`src/rtl/bndw_pkg.sv`:
```
package bndw_pkg;

  typedef enum logic [1:0] {
    ST_IDLE   = 2'd0,
    ST_DIR_RD = 2'd1,
    ST_TBL    = 2'd2,
    ST_RESP   = 2'd3
  } bndw_state_e;

  // byte offsets of the words inside one table entry
  localparam int unsigned WOFF_LB  = 0;
  localparam int unsigned WOFF_UB  = 8;
  localparam int unsigned WOFF_PTR = 16;

endpackage

```
`src/rtl/bndw_addr.sv`:
```
module bndw_addr #(
  parameter int unsigned AW         = 64,
  parameter logic [63:0] DIR_BASE   = 64'h0000_1000_0000_0000,
  parameter int unsigned DIR_W      = 28,
  parameter int unsigned TBL_W      = 17,
  parameter int unsigned DIR_ESZ_LG = 3,
  parameter int unsigned TBL_ESZ_LG = 5
) (
  input  logic [DIR_W-1:0] dir_idx,
  input  logic [TBL_W-1:0] tbl_idx,
  input  logic [AW-1:0]    dir_entry,
  output logic [AW-1:0]    dir_addr,
  output logic             tbl_valid,
  output logic [AW-1:0]    entry_addr
);

  localparam logic [AW-1:0] BASE_MASK = ~((AW'(1) << DIR_ESZ_LG) - AW'(1));
  localparam logic [AW-1:0] DIR_BASE_A = DIR_BASE[AW-1:0];

  logic [AW-1:0] dir_off;
  logic [AW-1:0] tbl_off;
  logic [AW-1:0] tbl_base;

  always_comb begin
    dir_off    = {{(AW-DIR_W){1'b0}}, dir_idx} << DIR_ESZ_LG;
    tbl_off    = {{(AW-TBL_W){1'b0}}, tbl_idx} << TBL_ESZ_LG;
    dir_addr   = DIR_BASE_A + dir_off;
    tbl_valid  = dir_entry[0];
    tbl_base   = dir_entry & BASE_MASK;
    entry_addr = tbl_base + tbl_off;
  end

endmodule

```
`src/rtl/bndw_ctrl.sv`:
```
module bndw_ctrl
  import bndw_pkg::*;
#(
  parameter int unsigned AW     = 64,
  parameter int unsigned DIR_LO = 20,
  parameter int unsigned DIR_HI = 47,
  parameter int unsigned TBL_LO = 3,
  parameter int unsigned TBL_HI = 19,
  localparam int unsigned DIR_W = DIR_HI - DIR_LO + 1,
  localparam int unsigned TBL_W = TBL_HI - TBL_LO + 1
) (
  input  logic             clk,
  input  logic             rst,
  input  logic             req_valid,
  output logic             req_ready,
  input  logic             req_store,
  input  logic [AW-1:0]    req_ptr,
  input  logic [AW-1:0]    req_lb,
  input  logic [AW-1:0]    req_ub,
  output logic [DIR_W-1:0] dir_idx,
  output logic [TBL_W-1:0] tbl_idx,
  input  logic [AW-1:0]    dir_addr,
  input  logic             tbl_valid,
  input  logic [AW-1:0]    entry_addr,
  output logic             mem_req_valid,
  input  logic             mem_req_ready,
  output logic             mem_req_we,
  output logic [AW-1:0]    mem_req_addr,
  output logic [AW-1:0]    mem_req_wdata,
  input  logic             mem_rsp_valid,
  input  logic [AW-1:0]    mem_rsp_rdata,
  output logic             rsp_valid,
  output logic             rsp_fault,
  output logic [AW-1:0]    rsp_addr,
  output logic [AW-1:0]    rsp_lb,
  output logic [AW-1:0]    rsp_ub
);

  localparam logic [AW-1:0] OFF_LB  = AW'(WOFF_LB);
  localparam logic [AW-1:0] OFF_UB  = AW'(WOFF_UB);
  localparam logic [AW-1:0] OFF_PTR = AW'(WOFF_PTR);

  bndw_state_e   state;
  logic          pend;
  logic [1:0]    step;
  logic          store_q;
  logic [AW-1:0] ptr_q;
  logic [AW-1:0] lb_q;
  logic [AW-1:0] ub_q;
  logic [AW-1:0] dir_addr_q;
  logic [AW-1:0] entry_q;
  logic          done;

  assign req_ready = (state == ST_IDLE);
  assign done      = pend && mem_rsp_valid;

  // index source: live request while idle, latched pointer during the walk
  assign dir_idx = (state == ST_IDLE) ? req_ptr[DIR_HI:DIR_LO] : ptr_q[DIR_HI:DIR_LO];
  assign tbl_idx = ptr_q[TBL_HI:TBL_LO];

  always_ff @(posedge clk) begin
    if (rst) begin
      state         <= ST_IDLE;
      pend          <= 1'b0;
      step          <= 2'd0;
      store_q       <= 1'b0;
      ptr_q         <= '0;
      lb_q          <= '0;
      ub_q          <= '0;
      dir_addr_q    <= '0;
      entry_q       <= '0;
      mem_req_valid <= 1'b0;
      mem_req_we    <= 1'b0;
      mem_req_addr  <= '0;
      mem_req_wdata <= '0;
      rsp_valid     <= 1'b0;
      rsp_fault     <= 1'b0;
      rsp_addr      <= '0;
      rsp_lb        <= '0;
      rsp_ub        <= '0;
    end else begin
      rsp_valid <= 1'b0;
      if (mem_req_valid && mem_req_ready) begin
        mem_req_valid <= 1'b0;
        pend          <= 1'b1;
      end

      case (state)
        ST_IDLE: begin
          if (req_valid) begin
            store_q       <= req_store;
            ptr_q         <= req_ptr;
            lb_q          <= req_lb;
            ub_q          <= req_ub;
            dir_addr_q    <= dir_addr;
            mem_req_valid <= 1'b1;
            mem_req_we    <= 1'b0;
            mem_req_addr  <= dir_addr;
            state         <= ST_DIR_RD;
          end
        end

        ST_DIR_RD: begin
          if (done) begin
            pend <= 1'b0;
            if (!tbl_valid) begin
              rsp_valid <= 1'b1;
              rsp_fault <= 1'b1;
              rsp_addr  <= dir_addr_q;
              rsp_lb    <= '0;
              rsp_ub    <= '0;
              state     <= ST_RESP;
            end else begin
              entry_q       <= entry_addr;
              step          <= 2'd0;
              mem_req_valid <= 1'b1;
              mem_req_we    <= store_q;
              mem_req_addr  <= entry_addr + (store_q ? OFF_LB : OFF_PTR);
              mem_req_wdata <= lb_q;
              state         <= ST_TBL;
            end
          end
        end

        ST_TBL: begin
          if (done) begin
            pend <= 1'b0;
            step <= step + 2'd1;
            if (store_q) begin
              case (step)
                2'd0: begin
                  mem_req_valid <= 1'b1;
                  mem_req_addr  <= entry_q + OFF_UB;
                  mem_req_wdata <= ub_q;
                end
                2'd1: begin
                  mem_req_valid <= 1'b1;
                  mem_req_addr  <= entry_q + OFF_PTR;
                  mem_req_wdata <= ptr_q;
                end
                default: begin
                  rsp_valid <= 1'b1;
                  rsp_fault <= 1'b0;
                  rsp_addr  <= entry_q;
                  rsp_lb    <= lb_q;
                  rsp_ub    <= ub_q;
                  state     <= ST_RESP;
                end
              endcase
            end else begin
              case (step)
                2'd0: begin
                  if (mem_rsp_rdata != ptr_q) begin
                    rsp_valid <= 1'b1;
                    rsp_fault <= 1'b0;
                    rsp_addr  <= entry_q;
                    rsp_lb    <= '0;
                    rsp_ub    <= '1;
                    state     <= ST_RESP;
                  end else begin
                    mem_req_valid <= 1'b1;
                    mem_req_addr  <= entry_q + OFF_LB;
                  end
                end
                2'd1: begin
                  lb_q          <= mem_rsp_rdata;
                  mem_req_valid <= 1'b1;
                  mem_req_addr  <= entry_q + OFF_UB;
                end
                default: begin
                  rsp_valid <= 1'b1;
                  rsp_fault <= 1'b0;
                  rsp_addr  <= entry_q;
                  rsp_lb    <= lb_q;
                  rsp_ub    <= mem_rsp_rdata;
                  state     <= ST_RESP;
                end
              endcase
            end
          end
        end

        default: state <= ST_IDLE;
      endcase
    end
  end

  AST_REQ_HOLD: assert property (@(posedge clk) disable iff (rst)
    mem_req_valid && !mem_req_ready |=> mem_req_valid && $stable(mem_req_addr)
      && $stable(mem_req_we) && $stable(mem_req_wdata));

  AST_ONE_OUTSTANDING: assert property (@(posedge clk) disable iff (rst)
    pend |-> !mem_req_valid);

  AST_RSP_PULSE: assert property (@(posedge clk) disable iff (rst)
    rsp_valid |=> !rsp_valid);

  AST_BUSY_DURING_RSP: assert property (@(posedge clk) disable iff (rst)
    rsp_valid |-> !req_ready);

  AST_WRITE_ONLY_STORE: assert property (@(posedge clk) disable iff (rst)
    mem_req_valid && mem_req_we |-> store_q && state == ST_TBL);

  AST_FAULT_ON_EMPTY: assert property (@(posedge clk) disable iff (rst)
    rsp_valid && rsp_fault |-> $past(mem_rsp_valid) && !$past(mem_rsp_rdata[0]));

endmodule

```
`src/rtl/bnd_walker.sv`:
```
module bnd_walker #(
  parameter int unsigned AW       = 64,
  parameter logic [63:0] DIR_BASE = 64'h0000_1000_0000_0000,
  parameter int unsigned DIR_LO   = 20,
  parameter int unsigned DIR_HI   = 47,
  parameter int unsigned TBL_LO   = 3,
  localparam int unsigned TBL_HI     = DIR_LO - 1,
  localparam int unsigned DIR_W      = DIR_HI - DIR_LO + 1,
  localparam int unsigned TBL_W      = TBL_HI - TBL_LO + 1,
  localparam int unsigned DIR_ESZ_LG = 3,
  localparam int unsigned TBL_ESZ_LG = 5
) (
  input  logic          clk,
  input  logic          rst,
  input  logic          req_valid,
  output logic          req_ready,
  input  logic          req_store,
  input  logic [AW-1:0] req_ptr,
  input  logic [AW-1:0] req_lb,
  input  logic [AW-1:0] req_ub,
  output logic          mem_req_valid,
  input  logic          mem_req_ready,
  output logic          mem_req_we,
  output logic [AW-1:0] mem_req_addr,
  output logic [AW-1:0] mem_req_wdata,
  input  logic          mem_rsp_valid,
  input  logic [AW-1:0] mem_rsp_rdata,
  output logic          rsp_valid,
  output logic          rsp_fault,
  output logic [AW-1:0] rsp_addr,
  output logic [AW-1:0] rsp_lb,
  output logic [AW-1:0] rsp_ub
);

  logic [DIR_W-1:0] dir_idx;
  logic [TBL_W-1:0] tbl_idx;
  logic [AW-1:0]    dir_addr;
  logic             tbl_valid;
  logic [AW-1:0]    entry_addr;

  bndw_addr #(
    .AW(AW), .DIR_BASE(DIR_BASE), .DIR_W(DIR_W), .TBL_W(TBL_W),
    .DIR_ESZ_LG(DIR_ESZ_LG), .TBL_ESZ_LG(TBL_ESZ_LG)
  ) u_addr (
    .dir_idx   (dir_idx),
    .tbl_idx   (tbl_idx),
    .dir_entry (mem_rsp_rdata),
    .dir_addr  (dir_addr),
    .tbl_valid (tbl_valid),
    .entry_addr(entry_addr)
  );

  bndw_ctrl #(
    .AW(AW), .DIR_LO(DIR_LO), .DIR_HI(DIR_HI), .TBL_LO(TBL_LO), .TBL_HI(TBL_HI)
  ) u_ctrl (
    .clk          (clk),
    .rst          (rst),
    .req_valid    (req_valid),
    .req_ready    (req_ready),
    .req_store    (req_store),
    .req_ptr      (req_ptr),
    .req_lb       (req_lb),
    .req_ub       (req_ub),
    .dir_idx      (dir_idx),
    .tbl_idx      (tbl_idx),
    .dir_addr     (dir_addr),
    .tbl_valid    (tbl_valid),
    .entry_addr   (entry_addr),
    .mem_req_valid(mem_req_valid),
    .mem_req_ready(mem_req_ready),
    .mem_req_we   (mem_req_we),
    .mem_req_addr (mem_req_addr),
    .mem_req_wdata(mem_req_wdata),
    .mem_rsp_valid(mem_rsp_valid),
    .mem_rsp_rdata(mem_rsp_rdata),
    .rsp_valid    (rsp_valid),
    .rsp_fault    (rsp_fault),
    .rsp_addr     (rsp_addr),
    .rsp_lb       (rsp_lb),
    .rsp_ub       (rsp_ub)
  );

endmodule

```
`config.mk`:
```
export PLATFORM = sky130hd
export DESIGN_NAME = bnd_walker
export DESIGN_NICKNAME = d
export VERILOG_FILES = /design/src/rtl/bndw_pkg.sv /design/src/rtl/bndw_addr.sv /design/src/rtl/bndw_ctrl.sv /design/src/rtl/bnd_walker.sv
export SDC_FILE = /design/constraint.sdc
export NUM_CORES = 2
export LEC_CHECK = 0
export BUFFER_PORTS_ARGS = -buffer_cell sky130_fd_sc_hd__buf_4
export CAP_MARGIN = 20
export CORE_UTILIZATION = 40
export DETAILED_ROUTE_END_ITERATION = 8
export GPL_ROUTABILITY_DRIVEN = 0
export HOLD_SLACK_MARGIN = 0.15
export SLEW_MARGIN = 20
export SYNTH_ARGS = -nofsm -noshare
export SYNTH_HDL_FRONTEND = slang
export SYNTH_HIERARCHICAL = 1
export SYNTH_SLANG_ARGS = --single-unit
```
`constraint.sdc`:
```
create_clock -name clk -period 4.1 [get_ports clk]
set_input_delay 0 -clock clk [delete_from_list [all_inputs] [get_ports clk]]
set_output_delay 0 -clock clk [all_outputs]
set_load 0.01 [all_outputs]
```
==> metrics.txt <==
# TYPE chip_impl_metric gauge
chip_impl_metric{name="dieHeight",unit="um"} 296.0
chip_impl_metric{name="arrival",unit="ps"} 4840
chip_impl_metric{name="post_synth_and_or_nand_nor_area_fraction",unit=""} 0.2273
chip_impl_metric{name="worstMarginPinSlew",unit="ps"} 1179
chip_impl_metric{name="synthesis.area",unit="um^2"} 34580
chip_impl_info{name="critical_path_class",value="reg -> reg"} 1
chip_impl_metric{name="finalCoreUtilization",unit=""} 0.5645
chip_impl_info{name="min_delay_worst_endpoint",value="u_ctrl/ptr_q[62]$_SDFFE_PP0P_"} 1
chip_impl_info{name="violations_in_the_final_reports",value="setup timing"} 1
chip_impl_info{name="rr_endpoint",value="u_ctrl/mem_req_addr[53]$_SDFFE_PP0P_"} 1
chip_impl_metric{name="finalSetupViolCount",unit=""} 27
chip_impl_metric{name="vias_in_the_first_global_route",unit=""} 36960
chip_impl_metric{name="drtAntennaViolNets",unit=""} 0
chip_impl_metric{name="finish.net_count",unit=""} 5628
chip_impl_metric{name="yosys-mux-area-fraction",unit=""} 0.06593
chip_impl_metric{name="setup_tns",unit="ps"} -2056
chip_impl_info{name="cp-start-kind",value="flop"} 1
chip_impl_metric{name="finalHoldViolCount",unit=""} 0
chip_impl_metric{name="gr_util_met1",unit=""} 0.4501
chip_impl_metric{name="grt_first_pass_wirelength",unit="um"} 239300
chip_impl_metric{name="dr_total_vias",unit=""} 38627
chip_impl_info{name="synth_top_flop_cell",value="dfxtp_1"} 1
chip_impl_metric{name="synth_warnings",unit=""} 6
chip_impl_metric{name="async_set_or_reset_register_ratio_after_synthesis",unit=""} 0
chip_impl_metric{name="cts_inserted_buffers",unit=""} 77
chip_impl_metric{name="seq_area_frac_synth",unit=""} 0.3763
chip_impl_metric{name="yosys.area_share.xor_xnor",unit=""} 0.05547
chip_impl_metric{name="finalClockSkew",unit="ps"} 33.92
chip_impl_info{name="synth_area_leader_cell",value="dfxtp_1"} 1
chip_impl_metric{name="dp_worst_setup_slack",unit="ps"} -260.9
chip_impl_metric{name="postSynthRegisterBits",unit=""} 650
chip_impl_metric{name="core",unit="um^2"} 85410
chip_impl_metric{name="report.power.total",unit="mW"} 25.03
chip_impl_metric{name="post_route_cells_drive_above_1_share",unit=""} 0.2237
chip_impl_metric{name="place.port_buffers",unit=""} 586
chip_impl_metric{name="timing.critical_path.fanout_max",unit=""} 5
chip_impl_info{name="synth.most_common_cell",value="nand2_1"} 1
chip_impl_metric{name="post_drt_wl_per_cell",unit="um"} 25.14
chip_impl_info{name="cts-root-buf",value="clkbuf_16"} 1
chip_impl_info{name="worst_setup_path_end_kind",value="flop"} 1
chip_impl_metric{name="initial_utilization",unit=""} 0.4048
chip_impl_metric{name="dr.pass1.iters",unit=""} 8
chip_impl_metric{name="worst_skew_pair_later_pin_latency",unit="ps"} 650
chip_impl_metric{name="power_density",unit="nW/um^2"} 519.2
chip_impl_metric{name="finalCritPeriodShare",unit=""} 1.048
chip_impl_info{name="cts_tree",value="yes"} 1
chip_impl_metric{name="grt_max_degree",unit=""} 198
chip_impl_metric{name="worstRegToRegCells",unit=""} 19
chip_impl_metric{name="globalRouteTotalUtil",unit=""} 0.3626
chip_impl_metric{name="grt-ovfl-total",unit=""} 0
chip_impl_metric{name="final.setup.worst_slack",unit="ps"} -197.1
chip_impl_info{name="result_of_the_run",value="finished with violations"} 1
chip_impl_metric{name="sinks_on_the_clock_net",unit=""} 650
chip_impl_info{name="holdCritStartpoint",value="req_ptr[62]"} 1
chip_impl_info{name="rsz0062_at_grt",value="true"} 1
chip_impl_metric{name="critPathRequiredTime",unit="ps"} 4650
chip_impl_info{name="hold_class",value="in -> reg"} 1
chip_impl_metric{name="hpwl",unit="um"} 117000
chip_impl_metric{name="grtUsageMet2",unit=""} 0.5857
chip_impl_metric{name="whs",unit="ps"} 166.3
chip_impl_metric{name="fraction_of_post_synthesis_cell_area_in_the_top_cell_type_by_area",unit=""} 0.3763
chip_impl_metric{name="initialDrtViolationCount",unit=""} 4201
chip_impl_metric{name="syn_avg_cell_area",unit="um^2"} 7.869
chip_impl_metric{name="vdd.ir_drop.worst",unit="V"} 0.0004494
chip_impl_metric{name="core.rowCount",unit=""} 107
chip_impl_metric{name="htreeDepth",unit=""} 3
chip_impl_metric{name="max_freq",unit="MHz"} 232.7
chip_impl_metric{name="lkg_pwr",unit="nW"} 17.74
chip_impl_metric{name="routed_via_density",unit=""} 5.897
chip_impl_info{name="startpoint",value="u_ctrl/ptr_q[3]$_SDFFE_PP0P_"} 1
chip_impl_metric{name="yosys.area_share.adder",unit=""} 0.01122
chip_impl_metric{name="grtUsageMet3",unit=""} 0.08184
chip_impl_metric{name="cap_violations",unit=""} 0
chip_impl_info{name="source_of_the_worst_register_to_register_timing_path",value="u_ctrl/ptr_q[3]$_SDFFE_PP0P_"} 1
chip_impl_metric{name="number_of_synthesized_flops_with_an_enable_pin",unit=""} 0
chip_impl_metric{name="finalWorstPathRequiredPeriod",unit="ps"} 4297
chip_impl_metric{name="rrSetupSlack",unit="ps"} -200
chip_impl_metric{name="die_width",unit="um"} 296.0
chip_impl_metric{name="clk_pin_slew_worst_paths",unit="ps"} 60
chip_impl_metric{name="worst_slew_margin_rel",unit=""} 0.2133
chip_impl_metric{name="ys_types",unit=""} 96
chip_impl_metric{name="synth_compound_gate_area_share",unit=""} 0.1963
chip_impl_metric{name="antenna_violations_before_repair",unit=""} 12
chip_impl_metric{name="syn2layout_area_growth",unit="%"} 39.44
chip_impl_metric{name="worstHoldPathCells",unit=""} 4
chip_impl_metric{name="final_max_slew_viol_count",unit=""} 0
chip_impl_info{name="synth_top_family_by_area",value="simple AND/OR/NAND/NOR gates"} 1
chip_impl_metric{name="boundaryPins",unit=""} 587
chip_impl_info{name="grt-busiest-layer",value="met2"} 1
chip_impl_metric{name="total_wirelength_of_the_detailed_routed_design",unit="um"} 164700
chip_impl_info{name="synth_commonest_cells",value="nand2_1 (901), dfxtp_1 (650), a21oi_1 (521), clkbuf_1 (309), nor2_1 (233)"} 1
chip_impl_info{name="netlist_top_cells_area",value="dfxtp_1 (38%), nand2_1 (9.8%), a21oi_1 (7.5%)"} 1
chip_impl_metric{name="die_area",unit="um^2"} 87620
chip_impl_metric{name="clock_tree.buffer_depth",unit=""} 3
chip_impl_metric{name="drc_errors",unit=""} 0
chip_impl_metric{name="netlist_instances",unit=""} 4394
repair_timing:
action / 4_1_cts / 5_1_grt
cloned: 0 / 0
gates resized for setup: 33 / 65
pin swaps: 41 / 50
buffers inserted: 20 / 16
hold endpoints to repair: 431 / 0
hold buffers: 385 / 0
setup endpoints to repair: 35 / 41
worst max-delay path by stage:
stage | end | cells past startpoint
2_1_floorplan | u_ctrl/mem_req_addr[59]$_SDFFE_PP0P_ | 18
3_3_place_gp | u_ctrl/mem_req_addr[49]$_SDFFE_PP0P_ | 21
3_5_place_dp | u_ctrl/mem_req_addr[62]$_SDFFE_PP0P_ | 20
4_1_cts | u_ctrl/mem_req_addr[59]$_SDFFE_PP0P_ | 19
5_1_grt | u_ctrl/mem_req_addr[59]$_SDFFE_PP0P_ | 19
6_report | u_ctrl/mem_req_addr[53]$_SDFFE_PP0P_ | 19
metrics by stage:
step	cells	cell area, um^2
2_1_floorplan	4431	34810
3_3_place_gp	5986	41120
3_5_place_dp	5986	41120
4_1_cts	6526	47740
5_1_grt	6546	48210
6_report	6550	48220
area by class of cell:
type	count	area [um^2]
Tap cell	1144	1431
Multi-Input combinational cell	3269	20010
Inverter	38	142.6
Clock buffer	111	2196
Fill cell	8027	37200
Clock inverter	25	262.8
Timing Repair Buffer	1302	11130
Antenna cell	11	27.53
Sequential cell	650	13020
report_power, final:
part           internal [mW]  switching [mW]
clock network           3.88            2.94
registers               7.39           0.915
logic                   3.83            6.08
cell usage in the layout, fill, tap and decap left out, drive strengths merged, types with 86 or more instances in the layout:
master         n
clkbuf       111
xnor2        161
mux2i        194
buf          917
dlygate4sd3  385
dfxtp        650
nand4        101
a21oi        524
nand3        161
o2111ai       86
nor2         236
nand2        901
o211ai        98
a211oi       133
worst max-delay path, stage by stage (launching register included):
cell	delay (ps)
dfxtp_2	350
ha_4	140
inv_2	30
fa_2	320
and2b_4	280
o211ai_4	80
a21o_1	200
a211oi_2	180
buf_4	170
buf_6	110
o2111ai_2	110
xnor2_1	260
nand3_1	150
or4_4	580
nor4_4	380
buf_4	210
nand3_1	90
xor2_1	150
o2111ai_1	120
a32o_1	290
layer usage:
metal | up-vias | share of wire
met5 | - | 0.00021
li1 | 17440 | -
met2 | 2187 | 0.46
met1 | 18476 | 0.38
met4 | 8 | 0.057
met3 | 516 | 0.098
cell families after synthesis:
family	after synthesis
adder cells (fa/ha/maj)	31
AND/OR/NAND/NOR	1713
multiplexers	224
XOR/XNOR	219
flip-flops	650
buffers and inverters	512
other	2
AO/OA/AOI/OAI	1043
Note: power is estimated with default switching activity, not from simulation.
